<file path="config.mk">
export PLATFORM = sky130hd
export DESIGN_NAME = mc_pe
export DESIGN_NICKNAME = d
export VERILOG_FILES = /design/src/rtl/mc_pe.sv
export SDC_FILE = /design/constraint.sdc
export NUM_CORES = 1
export LEC_CHECK = 0
export BUFFER_PORTS_ARGS = -buffer_cell sky130_fd_sc_hd__buf_2
export CAP_MARGIN = 0
export CORE_UTILIZATION = 40
export CTS_BUF_LIST = sky130_fd_sc_hd__clkbuf_8
export CTS_CLUSTER_DIAMETER = 200
export DETAILED_ROUTE_END_ITERATION = 7
export PLACE_DENSITY = 0.63
export SETUP_SLACK_MARGIN = 0.5
export SLEW_MARGIN = 20
export SYNTH_ARGS = -nofsm -noshare
export SYNTH_HDL_FRONTEND = slang
export SYNTH_SLANG_ARGS = --single-unit
</file>
<file path="constraint.sdc">
create_clock -name clk -period 6.7 [get_ports clk]
set_clock_uncertainty 0.2 [all_clocks]
set_input_delay 1.34 -clock clk [delete_from_list [all_inputs] [get_ports clk]]
set_output_delay 1.34 -clock clk [all_outputs]
set_load 0.02 [all_outputs]
</file>
<file path="src/rtl/mc_pe.sv">
module mc_pe #(
  parameter int W    = 16,
  parameter int NCTX = 8,
  parameter int OPW  = 4,
  parameter int SHW  = 4
) (
  input  logic                                   clk,
  input  logic                                   rst_n,
  input  logic                                   cfg_we,
  input  logic [$clog2(NCTX)-1:0]                cfg_addr,
  input  logic [W+$clog2(NCTX)+6+SHW+OPW-1:0]    cfg_data,
  input  logic                                   go,
  input  logic [$clog2(NCTX)-1:0]                go_ctx,
  input  logic [W-1:0]                           a_in,
  input  logic [W-1:0]                           b_in,
  output logic [W-1:0]                           result,
  output logic [$clog2(NCTX)-1:0]                ctx,
  output logic                                   busy
);
  localparam int CXW   = $clog2(NCTX);
  localparam int CFGW  = W + CXW + 6 + SHW + OPW;
  localparam int SH_LO = OPW;
  localparam int SA_LO = SH_LO + SHW;
  localparam int SB_LO = SA_LO + 2;
  localparam int CD_LO = SB_LO + 2;
  localparam int NX_LO = CD_LO + 2;
  localparam int IM_LO = NX_LO + CXW;

  logic [CFGW-1:0] mem [NCTX];
  logic [CFGW-1:0] cur;
  logic [OPW-1:0]  op;
  logic [SHW-1:0]  sh;
  logic [1:0]      sela, selb, cond;
  logic [CXW-1:0]  nxt;
  logic [W-1:0]    imm, x, y, diff, alu;
  logic            take;

  assign cur  = mem[ctx];
  assign op   = cur[OPW-1:0];
  assign sh   = cur[SA_LO-1:SH_LO];
  assign sela = cur[SB_LO-1:SA_LO];
  assign selb = cur[CD_LO-1:SB_LO];
  assign cond = cur[NX_LO-1:CD_LO];
  assign nxt  = cur[IM_LO-1:NX_LO];
  assign imm  = cur[CFGW-1:IM_LO];

  function automatic logic [W-1:0] pick(input logic [1:0] s, input logic [W-1:0] a,
                                        input logic [W-1:0] b, input logic [W-1:0] f,
                                        input logic [W-1:0] i);
    case (s)
      2'd0:    pick = a;
      2'd1:    pick = b;
      2'd2:    pick = f;
      default: pick = i;
    endcase
  endfunction

  assign x    = pick(sela, a_in, b_in, result, imm);
  assign y    = pick(selb, a_in, b_in, result, imm);
  assign diff = x - y;

  always_comb begin
    case (op)
      4'd0:    alu = x + y;
      4'd1:    alu = diff;
      4'd2:    alu = x << sh;
      4'd3:    alu = x >> sh;
      4'd4:    alu = W'($signed(x) >>> sh);
      4'd5:    alu = x[W-1] ? -x : x;
      4'd6:    alu = diff[W-1] ? -diff : diff;
      default: alu = x;
    endcase
  end

  always_comb begin
    case (cond)
      2'd0:    take = 1'b1;
      2'd1:    take = (alu == '0);
      2'd2:    take = alu[W-1];
      default: take = 1'b0;
    endcase
  end

  always_ff @(posedge clk) begin
    if (!rst_n) begin
      for (int i = 0; i < NCTX; i++) mem[i] <= '0;
    end else if (cfg_we) begin
      mem[cfg_addr] <= cfg_data;
    end
  end

  always_ff @(posedge clk) begin
    if (!rst_n) begin
      result <= '0;
      ctx    <= '0;
      busy   <= 1'b0;
    end else if (!cfg_we) begin
      if (go) begin
        ctx  <= go_ctx;
        busy <= 1'b1;
      end else if (busy) begin
        result <= alu;
        if (cond == 2'd3) busy <= 1'b0;
        else              ctx  <= take ? nxt : ctx + 1'b1;
      end
    end
  end

  AST_STALL_HOLD: assert property (@(posedge clk) disable iff (!rst_n)
    cfg_we |=> (result == $past(result) && ctx == $past(ctx) && busy == $past(busy)));
  AST_GO_LOAD: assert property (@(posedge clk) disable iff (!rst_n)
    (go && !cfg_we) |=> (busy && ctx == $past(go_ctx) && result == $past(result)));
  AST_IDLE_HOLD: assert property (@(posedge clk) disable iff (!rst_n)
    (!busy && !go && !cfg_we) |=> (result == $past(result) && ctx == $past(ctx)));
  AST_HALT_STOP: assert property (@(posedge clk) disable iff (!rst_n)
    (busy && !go && !cfg_we && cond == 2'd3) |=> (!busy && ctx == $past(ctx)));
  AST_ALWAYS_JUMP: assert property (@(posedge clk) disable iff (!rst_n)
    (busy && !go && !cfg_we && cond == 2'd0) |=> (busy && ctx == $past(nxt)));
endmodule

</file>
# == Yosys cells after proc, flatten, opt, wreduce, memory -nomap -nowiden ==
# Memories as Yosys holds them, arrays and structs flattened. A register that Yosys moved wholly into a read port is not among the register bits.
# Cells that the tools add are included.
# word_totals
n_memories,1
regBits,20
input_bits,75
ramBits,264
# memory_table
memory,words,width,read_ports,rd_clocked_by_memory_dff,wr,line_no,text
mem,8,33,1,1,8,29,logic [CFGW-1:0] mem [NCTX];
# classes
muxes,22
shifts,3
n_addsub,5
n_reduce_logical,9
eq_ne,14
bitwise,2
# op_table
cell,count
16-bit case mux with 7 select lines,1
16-bit case mux with 3 select lines,2
33-bit two-way mux,1
33-bit OR reduction,1
16-bit two-way mux,2
16-bit negation,2
3-bit two-way mux,7
16-bit adder,1
16-bit zero test,1
16-bit by 4-bit left shift with 16-bit output,1
16-bit by 4-bit >> shifter with 16-bit output,1
16-bit by 4-bit >>> shifter with 16-bit output,1
16-bit subtractor,1
4-bit by 3-bit == test with 1-bit output (second input constant),3
2-bit == test (second input constant),4
4-bit by 2-bit == test with 1-bit output (second input constant),2
1-bit two-way mux,8
2-bit by 1-bit == test with 1-bit output (second input constant),3
2-bit zero test,3
3-bit AND reduction,2
4-bit by 1-bit == test with 1-bit output (second input constant),1
4-bit zero test,1
3-bit by 1-bit adder with 3-bit output (second input constant),1
1-bit case mux with 3 select lines,1
3 further kinds,4

# == Logic depth before layout (Yosys ltp) ==
# Gate-level depths: netlist (run 1).
# logic_depth
ltp_word,14
depth_mapped,28
ltp_nobuf,22

# == Worst setup path after synthesis (run 1) ==
# Ideal clock, no wire load.
# synth_path
path_kind,register to register
startpoint,reg with a tool-made name
endpoint,reg with a tool-made name
path_buffers,3
path_stages_with_launch,22
synth_period_minus_slack_ps,6296
t_required_ps,6376
setup_slack_ps,404
t_arrival_ps,5972
path_cell_list,dfxtp_1 -> mux4_1 -> mux2i_2 -> buf_6 -> buf_6 -> buf_4 -> mux2i_1 -> ha_1 -> o21bai_1 -> nand2_1 -> or3_1 -> or3_1 -> o21ai_2 -> xnor2_1 -> a221o_1 -> nand2_1 -> o41ai_1 -> xor2_1 -> a2111oi_2 -> nand3_2 -> and4_1 -> o31a_1

==> results of run 1 <==
[flip-flops by register name, indices dropped and copies added (netlist names), named ones only]
signal and count:
result 16, mem 264, busy 1, ctx 3
[kinds of logic after synthesis]
| family | after synthesis | share of synthesized area [%] |
|---|---|---|
| fa+ha+maj | 35 | 2.416 |
| flops | 287 | 44.75 |
| mux | 234 | 17.54 |
| compound gates | 321 | 11.89 |
| xor+xnor | 37 | 1.982 |
| buf+inv | 148 | 3.724 |
| simple gates | 603 | 17.70 |
[cell type report]
| type | count | area [sq um] |
|---|---|---|
| clock inverter | 36 | 202.7 |
| fill | 4187 | 23810 |
| multi-input combinational | 1230 | 10190 |
| clock buffer | 45 | 619.3 |
| sequential | 287 | 8394 |
| inverter | 40 | 153.9 |
| tap | 600 | 750.7 |
| timing repair buffer | 229 | 1634 |
| antenna | 4 | 10.01 |
[worst register-to-register path, stage by stage (launching register included)]
cell	delay (ns)
dfxtp_4	0.45
buf_12	0.15
mux4_2	0.51
mux2_4	0.33
buf_8	0.18
mux2i_1	0.15
mux2i_2	0.24
ha_1	0.31
buf_4	0.19
or3_1	0.34
a21oi_2	0.19
or3_4	0.18
a21oi_4	0.04
o21a_1	0.23
buf_4	0.13
o211a_4	0.29
a21oi_1	0.18
o311ai_2	0.18
nand3b_1	0.32
a2111oi_4	0.40
nand3_2	0.10
buf_6	0.16
and4_1	0.15
o31a_1	0.31
[through the flow]
stage / setup TNS (ns) / std cells / worst slack [ns] / utilization, % / power (mW)
floorplan: 0 / 1665 / 0.5384 / - / 4.678
global placement: -0.07190 / 2356 / -0.03578 / 44.47 / 5.997
detailed placement: -0.3309 / 2356 / -0.1026 / 44.47 / 6.007
CTS: 0 / 2448 / 0.5082 / 46.72 / 7.484
global route: 0 / 2468 / 0.4666 / 47.96 / 8.274
finish: 0 / 2471 / 0.6601 / 47.97 / 7.913
[cells in the final DEF (no fill, tap or decap), types with 8 or more instances in the layout]
| cell type | count |
|---|---|
| edfxtp_1 | 264 |
| and3_1 | 10 |
| a31oi_1 | 16 |
| a211oi_1 | 9 |
| or2_2 | 8 |
| inv_1 | 49 |
| buf_4 | 119 |
| clkinv_1 | 14 |
| o21ai_0 | 48 |
| mux2i_1 | 110 |
| mux2i_2 | 18 |
| mux4_2 | 67 |
| o221ai_1 | 9 |
| buf_2 | 94 |
| nor3_1 | 19 |
| nand2b_1 | 11 |
| a221oi_1 | 9 |
| mux2_2 | 26 |
| nor2_1 | 101 |
| xnor2_1 | 20 |
| nand3_1 | 17 |
| and2_1 | 274 |
| buf_6 | 8 |
| o211ai_1 | 18 |
| a21oi_1 | 50 |
| nand2_1 | 88 |
| ha_1 | 29 |
| a21boi_0 | 11 |
| a22oi_1 | 23 |
| dfxtp_1 | 20 |
| xor2_1 | 13 |
| o22ai_1 | 13 |
| clkbuf_8 | 45 |
[report_power, final]
part / total, mW / internal, mW / switching (mW) / leakage (nW)
Clock: 1.39 / 0.704 / 0.682 / 0.461
Sequential: 2.11 / 2.07 / 0.0454 / 2.72
Combinational: 4.41 / 1.77 / 2.65 / 4.97
[worst paths after layout]
kind / startpoint / endpoint / slack, ns / cells past startpoint
worst max-delay path: flop / flop / 0.66 / 23
worst min register to register: result[7] / result[7] / 0.31 / 2
worst max register to register: flop / flop / 0.66 / 23
worst min-delay path: result[7] / result[7] / 0.31 / 2
[what timing repair did]
item,4_1_cts,5_1_grt
pin swaps,6,25
gates cloned,1,1
resized for setup,26,79
setup buffers,10,18
endpoints found under the setup margin,6,6
[per-layer routing]
layer / up-vias / routed length (um)
met5: - / 31
met4: 4 / 2096
met3: 159 / 5201
met2: 720 / 30720
met1: 7371 / 25390
li1: 6619 / -
==> out/results.tsv, run 1 <==
metric	value	unit
outcome	finished, final reports clean	
final setup fails	0	
Worst-path clk slew	0.06	ns
synth top area cells	edfxtp_1, and2_1, mux4_2	
syn nets	1775	
Nets	1942	
max_slew headroom	31.68	%
synth-to-layout area growth	17.14	%
initial drt markers	1644	
H-tree levels	2	
Leak Pwr	8.145	nW
CP dominant cell by count	buf_4	
Overflow after GRT	0	
register area share after synthesis	44.75	%
post-DR wirelength/cell	25.67	um
Max-Cap Viols	0	
Mapped Area	0.01875	sq mm
Worst VDD drop	0.0002569	V
met3 usage	4.857	%
crit path time final	6.040	ns
DR DRC count	0	
Mapped Cells	1665	
Total GRT Usage	26.40	%
IO Pins	95	
# rows	78	
count of clock tree sinks	287	
fmax	0.1656	GHz
initial core utilization	40.95	%
GR Layer Usage met2	44.14	%
Longest Clk Path Bufs	3	
total die area	0.04773	sq mm
die height	218.5	um
post-route clock period utilization	90.15	%
port bufs	94	
Synth Register Bits	287	
Cell variety after synth	94	
Final Hold Fails	0	
Clk Latency, worst-skew pair	0.58	ns
Synth warnings	0	
cell taking the most area after synthesis	edfxtp_1	
global route hottest layer	met2	
Max Slew Vio Count	0	
Post-synth top cells	and2_1, edfxtp_1, mux2i_1	
Final Cell Area	0.02196	sq mm
Worst path slowest cell	mux4_2	
DR pass1 iterations	6	
GP Congestion	0.9990	
global-route wire length before repair	93760	um
Arrival @ worst endpoint	6.28	ns
count leader, synth	and2_1	
Via density	6.019	
Critical Path RT	6.94	ns
CTS Hold Bufs	0	
worst-path cell chain	buf_12, mux4_2, mux2_4, buf_8, mux2i_1, mux2i_2, ha_1, buf_4, or3_1, a21oi_2, or3_4, a21oi_4, o21a_1, buf_4, o211a_4, a21oi_1, o311ai_2, nand3b_1, a2111oi_4, nand3_2, buf_6, and4_1, o31a_1	
fraction of layout cells with a size suffix above 1	26.89	%
Yosys top cell area share	42.29	%
Area after DPL	0.02035	sq mm
Top Family by Delay on Critical Path	compound AO/OA/AOI/OAI gates	
Crit Path Class	reg -> reg	
initial antenna violation count	9	
CP peak stage delay	0.51	ns
CTS tree	yes	
synthesized area per cell	11.26	sq um
Setup crit end kind	flop	
CTS Buf Count	44	
RSZ-0062 raised after global routing	no	
largest net degree at the start of global routing	35	
die width	218.5	um
Main synth FF type	edfxtp_1	
M1 GR Usage	34.18	%
Core Area	0.04577	sq mm
Worst setup SP type	flop	
post-DP HPWL	44170	um
Worst-Margin Slew	1.021	ns
Post-Route WL	63440	um
worst path bufs/invs	5	
final hold slack	0.3083	ns
ANT nets after route	0	
asr flop ratio synth	0	%
EDFF count, synth	264	
Cell Pwr Density	360.4	mW/mm^2
Hold Crit Class	reg -> reg	
Critical Path Fanout Max	12	
clock root cell	clkbuf_8	
number of global-route vias before repair	14490	
vias	14870	
No activity file was read; power rests on OpenSTA's default activity.
==> run 2, diff against run 1 <==
--- a/config.mk
+++ b/config.mk
@@ -7,6 +7,7 @@
 export LEC_CHECK = 0
 export BUFFER_PORTS_ARGS = -buffer_cell sky130_fd_sc_hd__buf_2
 export CAP_MARGIN = 0
+export CORE_ASPECT_RATIO = 0.5
 export CORE_UTILIZATION = 40
 export CTS_BUF_LIST = sky130_fd_sc_hd__clkbuf_8
 export CTS_CLUSTER_DIAMETER = 200
==> run 2 against run 1 <==
Compared with the run above: hold slack got worse by 0.0034 ns; core utilization increased by 0.49 points; non-clock buffer count increased by 7; flip-flop and latch count unchanged; via count decreased by 1.2%; cell count increased by 1.1%; fmax decreased by 2.6%; critical path depth decreased by 2; sequential power about the same; cell area increased by 0.85%; largest power group unchanged.
==> out/results.tsv, run 2 (synthesis gave the netlist of run 1 again) <==
metric	value	unit	change
post-route clock period utilization	92.54	%	+2.4 points
Max-Cap Viols	0		unchanged
fraction of layout cells with a size suffix above 1	27.66	%	+0.77 points
post-DP HPWL	41610	um	-5.8%
fmax	0.1613	GHz	-2.6%
Hold Crit Class	reg -> reg		
Critical Path RT	6.94	ns	about the same
CTS Buf Count	45		+2.3%
largest net degree at the start of global routing	45		+29%
outcome	finished, final reports clean		
Core Area	0.04569	sq mm	-0.17%
Overflow after GRT	0		unchanged
worst hold start	result[10]		
port bufs	94		unchanged
fill cell count	4172		-0.36%
Cell Pwr Density	357.9	mW/mm^2	-0.68%
Worst setup SP type	flop		
Crit Path Class	reg -> reg		
Via density	5.883		-2.3%
synth-to-layout area growth	18.14	%	
Clk Latency, worst-skew pair	0.56	ns	-0.02 ns
biggest regs	mem: 264 flops, result: 16 flops, ctx: 3 flops		
Worst-path clk slew	0.07	ns	about the same
H-tree levels	2		unchanged
vias	14690		-1.2%
final setup fails	0		unchanged
Top Family by Delay on Critical Path	compound AO/OA/AOI/OAI gates		
worst-path cell chain	mux4_2, mux2i_4, buf_6, mux2i_4, mux2i_4, ha_2, fa_2, a21oi_2, o21bai_2, a211oi_2, o31ai_4, o41ai_4, xor2_1, nor2_1, or4_1, o22ai_1, o221ai_2, nor4b_2, nand3_2, and4_1, o31a_1		
Post-Route WL	60250	um	-5.0%
Worst path slowest cell	mux4_2		
die height	155.1	um	-29%
total die area	0.04779	sq mm	+0.11%
initial antenna violation count	2		-7
post-DR wirelength/cell	24.13	um	-6.0%
Max Slew Vio Count	0		unchanged
CP peak stage delay	0.55	ns	+0.04 ns
Nets	1950		+0.41%
count of clock tree sinks	287		unchanged
Final Hold Fails	0		unchanged
CP dominant cell by count	mux2i_4		
ANT nets after route	0		unchanged
crit path time final	6.200	ns	+0.1606 ns
Worst VDD drop	0.0001882	V	-27%
clock root cell	clkbuf_8		
global-route wire length before repair	88850	um	-5.2%
Biggest register	mem		
CTS tree	yes		
Critical Path Fanout Max	7		-5
# rows	55		-29%
DR pass1 iterations	6		unchanged
number of global-route vias before repair	13940		-3.8%
worst path bufs/invs	1		-4
commonest non-fill, non-tap cell in the layout	and2_1		
IO Pins	95		unchanged
initial core utilization	41.02	%	+0.070 points
initial drt markers	1451		-12%
Setup crit end kind	flop		
RSZ-0062 raised after global routing	yes		
GP Congestion	1.004		+0.51%
Arrival @ worst endpoint	6.44	ns	+0.16 ns
number of flip-flops in the largest register	264		unchanged
die width	308.2	um	+41%
commonest cells after routing, fill and taps aside	and2_1, edfxtp_1, buf_4, mux2i_1, nor2_1		
final setup TNS	0	ns	unchanged
Post-Route Utilization	48.47	%	+0.49 points
CTS Hold Bufs	0		unchanged
Longest Clk Path Bufs	3		unchanged
DR DRC count	0		unchanged
Leak Pwr	8.235	nW	+1.1%
Total GRT Usage	24.73	%	-1.7 points
max_slew headroom	31.13	%	-0.56 points
R2R Setup Slk	0.50	ns	-0.16 ns
Worst-Margin Slew	1.004	ns	-0.01648 ns
final hold slack	0.3049	ns	-0.003375 ns
==> run 2: timing repair <==
| action | in CTS | in global routing |
|---|---|---|
| cloned | 1 | 1 |
| pin swaps | 9 | 26 |
| resized for setup | 43 | 80 |
| setup buffers | 10 | 35 |
| setup endpoints to repair | 6 | 6 |
==> run 2: stage by stage <==
step / setup slack, ns / power [mW] / cell area [sq um] / std cells
3_3_place_gp: 0.07309 / 5.910 / 20350 / 2373
5_1_grt: 0.3099 / 8.266 / 22140 / 2496
2_1_floorplan: 0.5384 / 4.678 / 18750 / 1665
4_1_cts: 0.5111 / 7.390 / 21420 / 2460
6_report: 0.4995 / 7.927 / 22150 / 2497
3_5_place_dp: 0.01277 / 5.910 / 20350 / 2373
==> run 2: metal layers <==
metal	track usage, %	vias to the layer above	wire (um)
met3	3.937	135	4033
li1	-	6606	-
met4	6.562	0	1952
met1	33.12	7337	25540
met5	0	-	0
met2	41.77	613	28720
==> run 2: power breakdown <==
group          total, mW  switching, mW  internal, mW
Combinational       4.52           2.70          1.82
Clock               1.29          0.660         0.635
Sequential          2.11         0.0443          2.07
Total               7.93           3.41          4.52
==> run 2: area by class of cell <==
| type | count | area [sq um] | share of cell area [%] |
|---|---|---|---|
| clock inverters | 30 | 126.4 | 0.5706 |
| multi-input cells | 1230 | 10290 | 46.46 |
| inverters | 40 | 153.9 | 0.6949 |
| repair buffers | 236 | 1763 | 7.960 |
| flip-flops and latches | 287 | 8394 | 37.90 |
| clock buffers | 46 | 633.1 | 2.859 |
| well taps | 627 | 784.5 | 3.542 |
| diodes | 1 | 2.502 | 0.01130 |
==> run 2: worst reg2reg max path, cell delays in order, from the launching register on <==
cell	delay [ns]
dfxtp_4	0.43
mux4_2	0.55
mux2i_4	0.40
buf_6	0.18
mux2i_4	0.27
mux2i_4	0.13
ha_2	0.22
fa_2	0.42
a21oi_2	0.20
o21bai_2	0.13
a211oi_2	0.37
o31ai_4	0.14
o41ai_4	0.27
xor2_1	0.20
nor2_1	0.07
or4_1	0.50
o22ai_1	0.16
o221ai_2	0.17
nor4b_2	0.27
nand3_2	0.24
and4_1	0.27
o31a_1	0.29
==> run 2: path summary, 6_finish.rpt <==
| kind | cells after the start | endpoint |
|---|---|---|
| worst max-delay path | 21 | flop |
| worst min-delay path | 2 | result[10] |
| worst max register to register | 21 | flop |
| worst min register to register | 2 | result[10] |
